## config.mk

```make
export PLATFORM = sky130hd
export DESIGN_NAME = dual_stack_exec
export DESIGN_NICKNAME = d
export VERILOG_FILES = /design/src/rtl/dsx_pkg.sv /design/src/rtl/dsx_const_rom.sv /design/src/rtl/dsx_alu.sv /design/src/rtl/dsx_lifo.sv /design/src/rtl/dual_stack_exec.sv
export SDC_FILE = /design/constraint.sdc
export NUM_CORES = 2
export LEC_CHECK = 0
export BUFFER_PORTS_ARGS = -buffer_cell sky130_fd_sc_hd__buf_2
export CAP_MARGIN = 25
export CORE_AREA = 2 2 403 405
export CTS_BUF_LIST = sky130_fd_sc_hd__clkbuf_2
export CTS_CLUSTER_DIAMETER = 100
export CTS_CLUSTER_SIZE = 10
export DETAILED_ROUTE_END_ITERATION = 10
export DIE_AREA = 0 0 405 407
export PLACE_DENSITY_LB_ADDON = 0.08
export SYNTH_ARGS = -nofsm -noshare
export SYNTH_HDL_FRONTEND = slang
export SYNTH_SLANG_ARGS = --single-unit
```

## constraint.sdc

```tcl
create_clock -name clk -period 22.8 [get_ports clk]
set_input_delay 2.28 -clock clk [delete_from_list [all_inputs] [get_ports clk]]
set_output_delay 2.28 -clock clk [all_outputs]
set_load 0.03 [all_outputs]
```

## src/rtl/dsx_pkg.sv

```systemverilog
package dsx_pkg;
    typedef enum logic [3:0] {
        OP_ADD = 4'd0, OP_SUB = 4'd1, OP_AND = 4'd2, OP_OR  = 4'd3,
        OP_XOR = 4'd4, OP_LT  = 4'd5, OP_EQ  = 4'd6, OP_STORE = 4'd7,
        OP_INC = 4'd8, OP_DEC = 4'd9, OP_NOT = 4'd10, OP_LDC = 4'd11,
        OP_LDP = 4'd12, OP_STP = 4'd13, OP_XFR = 4'd14, OP_LOAD = 4'd15
    } op_e;

    function automatic logic is_binary(input op_e op);
        return op inside {OP_ADD, OP_SUB, OP_AND, OP_OR, OP_XOR, OP_LT, OP_EQ};
    endfunction

    function automatic logic is_unary(input op_e op);
        return op inside {OP_INC, OP_DEC, OP_NOT};
    endfunction
endpackage

```

## src/rtl/dsx_const_rom.sv

```systemverilog
module dsx_const_rom #(
    parameter int W  = 32,
    parameter int IW = 3
) (
    input  logic [IW-1:0] idx,
    output logic [W-1:0]  val
);
    always_comb begin
        unique case (idx)
            IW'(0): val = '0;
            IW'(1): val = W'(1);
            IW'(2): val = '1;
            IW'(3): val = W'(2);
            IW'(4): val = W'(4);
            IW'(5): val = W'(8);
            IW'(6): val = W'(8'hFF);
            default: val = '1;
        endcase
    end
endmodule

```

## src/rtl/dsx_alu.sv

```systemverilog
module dsx_alu
    import dsx_pkg::*;
#(
    parameter int W = 32
) (
    input  op_e          op,
    input  logic [W-1:0] nos,
    input  logic [W-1:0] tos,
    output logic [W-1:0] res
);
    always_comb begin
        unique case (op)
            OP_ADD:  res = nos + tos;
            OP_SUB:  res = nos - tos;
            OP_AND:  res = nos & tos;
            OP_OR:   res = nos | tos;
            OP_XOR:  res = nos ^ tos;
            OP_LT:   res = W'(nos < tos);
            OP_EQ:   res = W'(nos == tos);
            OP_INC:  res = tos + W'(1);
            OP_DEC:  res = tos - W'(1);
            OP_NOT:  res = ~tos;
            default: res = '0;
        endcase
    end
endmodule

```

## src/rtl/dsx_lifo.sv

```systemverilog
module dsx_lifo #(
    parameter int W     = 32,
    parameter int DEPTH = 16,
    localparam int DW   = $clog2(DEPTH + 1),
    localparam int AW   = $clog2(DEPTH)
) (
    input  logic          clk,
    input  logic          rst_n,
    input  logic          upd,
    input  logic [DW-1:0] nxt_depth,
    input  logic          wr_en,
    input  logic [W-1:0]  wr_data,
    output logic [W-1:0]  top,
    output logic [W-1:0]  second,
    output logic [DW-1:0] depth
);
    typedef struct packed {
        logic [DW-1:0]             cnt;
        logic [DEPTH-1:0][W-1:0]   mem;
    } lifo_t;

    lifo_t st_d, st_q;

    always_comb begin
        st_d = st_q;
        if (upd) begin
            st_d.cnt = nxt_depth;
            if (wr_en) st_d.mem[AW'(nxt_depth - DW'(1))] = wr_data;
        end
    end

    always_ff @(posedge clk) begin
        if (!rst_n) st_q <= '0;
        else        st_q <= st_d;
    end

    assign depth  = st_q.cnt;
    assign top    = (st_q.cnt == '0) ? '0 : st_q.mem[AW'(st_q.cnt - DW'(1))];
    assign second = (st_q.cnt < DW'(2)) ? '0 : st_q.mem[AW'(st_q.cnt - DW'(2))];

    AST_DEPTH_BOUND: assert property (@(posedge clk) disable iff (!rst_n)
        st_q.cnt <= DW'(DEPTH));
endmodule

```

## src/rtl/dual_stack_exec.sv

```systemverilog
module dual_stack_exec
    import dsx_pkg::*;
#(
    parameter int W     = 32,
    parameter int DEPTH = 16,
    parameter int PIN_N = 8,
    localparam int DW   = $clog2(DEPTH + 1),
    localparam int IW   = $clog2(PIN_N)
) (
    input  logic          clk,
    input  logic          rst_n,
    input  logic          cmd_valid,
    output logic          cmd_ready,
    input  logic [3:0]    cmd_op,
    input  logic          cmd_keep,
    input  logic          cmd_stg,
    input  logic [IW-1:0] cmd_idx,
    input  logic          push_valid,
    output logic          push_ready,
    input  logic [W-1:0]  push_data,
    output logic          pop_valid,
    input  logic          pop_ready,
    output logic [W-1:0]  pop_data,
    output logic [W-1:0]  main_top,
    output logic [DW-1:0] main_depth,
    output logic [W-1:0]  stg_top,
    output logic [DW-1:0] stg_depth,
    output logic          flt_over,
    output logic          flt_under,
    output logic          flt_illegal
);
    typedef struct packed {
        logic                    ovf;
        logic                    unf;
        logic                    ill;
        logic [PIN_N-1:0][W-1:0] pin;
    } ctl_t;

    ctl_t ctl_d, ctl_q;

    op_e           op;
    logic [W-1:0]  m_sec, s_top_w, s_sec, alu_res, const_val, res;
    logic [W-1:0]  src_top, src_sec;
    logic [DW-1:0] src_dep, oth_dep, src_nd;
    logic [1:0]    need, pops;
    logic          pushes, legal, unf, ovf, ok, fire, commit;
    logic          m_upd, m_wr, s_upd, s_wr;
    logic [DW-1:0] m_nd, s_nd;
    logic [W-1:0]  m_wd, s_wd;

    assign op = op_e'(cmd_op);

    dsx_lifo #(.W(W), .DEPTH(DEPTH)) u_main (
        .clk(clk), .rst_n(rst_n), .upd(m_upd), .nxt_depth(m_nd), .wr_en(m_wr),
        .wr_data(m_wd), .top(main_top), .second(m_sec), .depth(main_depth));

    dsx_lifo #(.W(W), .DEPTH(DEPTH)) u_stg (
        .clk(clk), .rst_n(rst_n), .upd(s_upd), .nxt_depth(s_nd), .wr_en(s_wr),
        .wr_data(s_wd), .top(s_top_w), .second(s_sec), .depth(stg_depth));

    assign stg_top = s_top_w;

    dsx_alu #(.W(W)) u_alu (.op(op), .nos(src_sec), .tos(src_top), .res(alu_res));

    dsx_const_rom #(.W(W), .IW(IW)) u_rom (.idx(cmd_idx), .val(const_val));

    // Decode: operand need, pops, pushes, legality
    always_comb begin
        src_top = cmd_stg ? s_top_w   : main_top;
        src_sec = cmd_stg ? s_sec     : m_sec;
        src_dep = cmd_stg ? stg_depth : main_depth;
        oth_dep = cmd_stg ? main_depth : stg_depth;

        if (is_binary(op))                                   need = 2'd2;
        else if (is_unary(op) || op inside {OP_STP, OP_XFR, OP_STORE}) need = 2'd1;
        else                                                 need = 2'd0;
        pops   = cmd_keep ? 2'd0 : need;
        pushes = is_binary(op) || is_unary(op) || op inside {OP_LDC, OP_LDP, OP_LOAD};
        legal  = !(cmd_stg && (is_binary(op) || op == OP_STORE));
        unf    = src_dep < DW'(need);
        src_nd = src_dep - DW'(pops) + DW'(pushes);
        ovf    = !unf && ((pushes && pops == 2'd0 && src_dep == DW'(DEPTH)) ||
                          (op == OP_XFR && oth_dep == DW'(DEPTH)));
        ok     = legal && !unf && !ovf;

        unique case (op)
            OP_LDC:  res = const_val;
            OP_LDP:  res = ctl_q.pin[cmd_idx];
            OP_LOAD: res = push_data;
            default: res = alu_res;
        endcase

        if (op == OP_LOAD)                cmd_ready = push_valid;
        else if (op == OP_STORE && ok)    cmd_ready = pop_ready;
        else                              cmd_ready = 1'b1;
        fire   = cmd_valid && cmd_ready;
        commit = fire && ok;
    end

    assign push_ready = cmd_valid && (op == OP_LOAD);
    assign pop_valid  = cmd_valid && (op == OP_STORE) && ok;
    assign pop_data   = main_top;

    // Stack update steering
    always_comb begin
        m_upd = 1'b0; m_nd = main_depth; m_wr = 1'b0; m_wd = res;
        s_upd = 1'b0; s_nd = stg_depth;  s_wr = 1'b0; s_wd = res;
        if (commit) begin
            if (cmd_stg) begin
                s_upd = 1'b1; s_nd = src_nd; s_wr = pushes;
            end else begin
                m_upd = 1'b1; m_nd = src_nd; m_wr = pushes;
            end
            if (op == OP_XFR) begin
                if (cmd_stg) begin
                    m_upd = 1'b1; m_nd = main_depth + DW'(1); m_wr = 1'b1; m_wd = src_top;
                end else begin
                    s_upd = 1'b1; s_nd = stg_depth + DW'(1);  s_wr = 1'b1; s_wd = src_top;
                end
            end
        end
    end

    // Pinned registers and sticky faults
    always_comb begin
        ctl_d = ctl_q;
        if (commit && op == OP_STP) ctl_d.pin[cmd_idx] = src_top;
        if (fire && !legal)             ctl_d.ill = 1'b1;
        if (fire && legal && unf)       ctl_d.unf = 1'b1;
        if (fire && legal && ovf)       ctl_d.ovf = 1'b1;
    end

    always_ff @(posedge clk) begin
        if (!rst_n) ctl_q <= '0;
        else        ctl_q <= ctl_d;
    end

    assign flt_over    = ctl_q.ovf;
    assign flt_under   = ctl_q.unf;
    assign flt_illegal = ctl_q.ill;

    AST_FAULT_STICKY: assert property (@(posedge clk) disable iff (!rst_n)
        (flt_over || flt_under || flt_illegal) |=>
        ($past(flt_over) -> flt_over) && ($past(flt_under) -> flt_under) &&
        ($past(flt_illegal) -> flt_illegal));
    AST_CONSUME_BINARY: assert property (@(posedge clk) disable iff (!rst_n)
        (cmd_valid && cmd_ready && !cmd_stg && !cmd_keep && cmd_op <= 4'd6 &&
         main_depth >= DW'(2)) |=> main_depth == $past(main_depth) - DW'(1));
    AST_UNDERFLOW_HOLD: assert property (@(posedge clk) disable iff (!rst_n)
        (cmd_valid && !cmd_stg && cmd_op <= 4'd6 && main_depth == '0) |=>
        (main_depth == '0 && flt_under));
    AST_STG_NO_ARITH: assert property (@(posedge clk) disable iff (!rst_n)
        (cmd_valid && cmd_stg && cmd_op <= 4'd7) |=>
        ($stable(stg_depth) && $stable(main_depth) && flt_illegal));
    AST_LOAD_TOGETHER: assert property (@(posedge clk) disable iff (!rst_n)
        (push_valid && push_ready) |-> (cmd_valid && cmd_ready));
    AST_STORE_TOGETHER: assert property (@(posedge clk) disable iff (!rst_n)
        (pop_valid && !pop_ready) |-> !cmd_ready);
endmodule

```

==> results by group <==
Clock tree
  • Max clock buf depth: 3
  • Total CTS buffers: around 150
  • CTS clk-pin slew, worst paths: 0.23 ns
  • CTS Sinks: 1293
  • Worst-Skew Late Latency: between 1.5 and 2 ns
  • H-tree Lvls: 4
  • Clock Tree Root: clkbuf_2
  • Hold_buf cts: 0
  • # Post-CTS Setup Buffers: 0
  • Post-CTS sizing: 0
  • TritonCTS clock tree: built

Worst setup path
  • Reg2reg path depth: 30
  • Crit path required time: approximately 24 ns
  • RR Startpoint: u_main.depth[2]
  • CP Class: reg2reg
  • Slowest CP cell: nor4_1
  • Critical-path maximum fanout: between 40 and 50
  • Crit path launch type: register
  • Crit path max-delay family: simple AND/OR/NAND/NOR gates
  • Worst R2R Setup Slack: approximately 13 ns
  • Biggest cell delay along the critical path: approximately 0.89 ns
  • Worst path arrival time: roughly 12 ns
  • R2R Path End: u_stg.st_q[478]
  • CP Capture Type: register
  • Buf/Inv on CP: 7

Logic synthesis
  • Number of synthesized flops with an enable pin: 0
  • Sequential share of the synthesized area: 36.0%
  • Post-synth top area cell: dfxtp_1
  • Synth Area in Compound Gates: roughly 17%
  • Predominant post-synthesis flop cell: dfxtp_1
  • Post-synth top area share: 36.0%
  • Synth warnings: 0
  • Post-synthesis adder-cell area fraction: ~2.7%
  • Cells after Synth: about 8000
  • Syn avg cell area: between 8 and 9 um^2
  • XOR/XNOR share of the synthesized area: less than 1%
  • Largest cells by area after synthesis: dfxtp_1 (36%), mux4_2 (18%), nand2_1 (7.1%)
  • Combinational family with the most area after synthesis: multiplexers
  • Synthesized flop and latch total: 1293
  • Post-Synth Simple-Gate Area: 16.4%
  • Yosys cell types: ~90
  • Synthesized cell area: slightly above 70000 um^2
  • Asr flop ratio synth: 0%
  • Mux cell area share after synthesis: between 20 and 25%
  • Synth Net Count: 8227

Outcome
  • Status: complete, no violations

Pwr
  • Peak VDD IR: roughly 0.056 mV
  • Pwr/cell area: 62.6 nW/um^2
  • Pwr Total: approximately 4.7 mW
  • Leakage: 25.7 nW

Hold path
  • Worst hold path class: reg2reg
  • Hold Crit Depth: 2
  • WHS Endpoint: u_stg.st_q[466]
  • Worst hold start: u_stg.st_q[466]

Global routing
  • Initial antenna violation count: 16
  • Largest net degree at the start of global routing: ~210
  • First-pass GRT wire length: approximately 440000 um
  • Gr usage total: 36.9%
  • Vias in the first global route: a little under 60000
  • Grt total ovfl: 0

Detailed routing
  • TritonRoute pass-1 iters: 8
  • Vias: 64800
  • Via/cell ratio: ~6.5
  • Iteration-0 DRC Markers: roughly 8100
  • # DRC: 0
  • Post-DRT Antenna Nets: 0
  • Routed wire length: about 310000 um
  • Avg WL per Cell: around 31 um

Timing
  • Rel. slew slack: 13.8%
  • Layout Skew: about 0.17 ns
  • Unrepaired setup endpoints after global routing: false
  • Crit share post-route: around 44%
  • Slew Limit Fails: 0
  • Final Critical Period: between 9 and 10 ns
  • Max Clk Rate: 100 MHz
  • Worst-Margin Slew: between 1 and 1.5 ns
  • Setup TNS: 0 ns
  • Setup violations, final: 0
  • Final hold vios: 0

Layout
  • Most frequent cells in the layout: nand2_1 (1364), dfxtp_1 (1289), a21oi_1 (789)
  • Nets: between 7000 and 8000
  • Layout cells sized above 1: between 15 and 20%
  • Fin cells: between 9000 and 10000
  • Layout area overhead: 4.86%
  • Leading cell type in the layout, fill and taps excluded: nand2_1

Floorplan
  • Rows: 147
  • Initial Util: between 40% and 50%
  • Total core area: between 150000 and 200000 um^2
  • IO Count: between 150 and 200
  • Die Y: a little over 400 um
  • Die ar.: 165000 um^2
  • Die Width: between 400 and 500 um

Placement
  • Placer Congestion: 0.996
  • # port buffers: roughly 160
  • Placed insts: just under 10000
  • Post-DP HPWL: 206000 um

Flow run
  • Max-Cap Viols: 0
-- layer usage --
layer  global-route usage [%]  routed length, um  vias to the layer above
met5                        0                 54                        -
met4                     22.2              21300                        8
met3                     9.42              31900                      751
met2                     55.1             135000                     3548
met1                     47.9             123000                    32000
li1                         -                  -                    28500
-- report_power, final --
part	leakage, nW	switching [mW]	internal [mW]
clock	0.742	0.826	0.219
sequential	10.4	0.0212	2.28
combinational	14.5	0.990	0.388
-- stage by stage --
| step | area (um^2) | hold slack, ns | worst slack (ns) | utilization, % |
|---|---|---|---|---|
| after floorplan | 71900 | 0.437 | 14.64 | - |
| after global placement | 74200 | 0.447 | 12.76 | 46.3 |
| after detailed placement | 74300 | 0.455 | 12.78 | 46.4 |
| after CTS | 75200 | 0.478 | 13.18 | 47.0 |
| after global routing | 75400 | 0.497 | 12.37 | 47.1 |
| final | 75400 | 0.478 | 12.81 | 47.1 |
-- Yosys cell counts, types with 17 or more instances --
library cell / instances
xor2_1: 17
mux4_2: 574
nand2_1: 1364
o21ai_0: 430
a41oi_2: 25
xnor2_1: 63
mux2i_1: 176
o22ai_1: 28
o2111ai_1: 54
nor2_1: 639
dfxtp_1: 1293
o21a_1: 21
a211oi_1: 390
and3_1: 36
nand3_1: 328
or3_1: 37
nor4_1: 18
buf_4: 71
nand4b_1: 18
a21oi_1: 792
inv_1: 150
clkbuf_1: 578
buf_1: 59
nand2b_1: 24
buf_2: 110
nor3_1: 59
a22o_1: 21
a31oi_1: 25
nor3b_1: 21
nand4_1: 108
and2_1: 18
a21o_1: 47
ha_1: 149
-- state kept, by name, summed over array words and instances, names as in the netlist --
signal	cells
u_main.depth	5
u_main.st_q	512
u_stg.depth	5
flt_illegal	1
flt_over	1
flt_under	1
ctl_q	256
u_stg.st_q	512
-- layout make-up --
| cell class | instances | area, um^2 |
|---|---|---|
| inverters | 168 | 641 |
| diodes | 16 | 40.0 |
| clock buffers | 157 | 786 |
| multi-input cells | 5732 | 42300 |
| well taps | 2160 | 2700 |
| clock inverters | 14 | 148 |
| flip-flops and latches | 1293 | 25900 |
| fillers | 15500 | 84800 |
| repair buffers | 419 | 2900 |
-- how the worst max path moves through the flow --
stage	start	to	slack, ns	cells after the start
6_report	u_main.depth[2]	u_stg.st_q[478]	12.81	30
5_1_grt	u_main.depth[0]	u_stg.st_q[478]	12.37	28
4_1_cts	u_main.depth[0]	u_main.st_q[351]	13.18	27
3_5_place_dp	cmd_stg	u_stg.st_q[318]	12.78	29
3_3_place_gp	cmd_stg	u_stg.st_q[124]	12.76	25
2_1_floorplan	cmd_stg	u_stg.st_q[316]	14.64	26
-- worst register-to-register path: cells and delay by family, from the launching register on --
| family | cells | cell delay [ns] |
|---|---|---|
| AO/OA/AOI/OAI | 10 | 2.26 |
| XOR/XNOR | 1 | 0.12 |
| adder cells (fa/ha/maj) | 3 | 1.08 |
| buffers and inverters | 7 | 2.26 |
| flip-flops | 1 | 0.76 |
| AND/OR/NAND/NOR | 9 | 3.32 |
-- logic make-up after synthesis --
logic type               after synthesis
adder cells (fa/ha/maj)              152
buffers and inverters               1004
multiplexers                         768
XOR/XNOR                              80
flip-flops                          1293
AND/OR/NAND/NOR                     2736
AO/OA/AOI/OAI                       1996
Power figures use the tool's default switching activity.
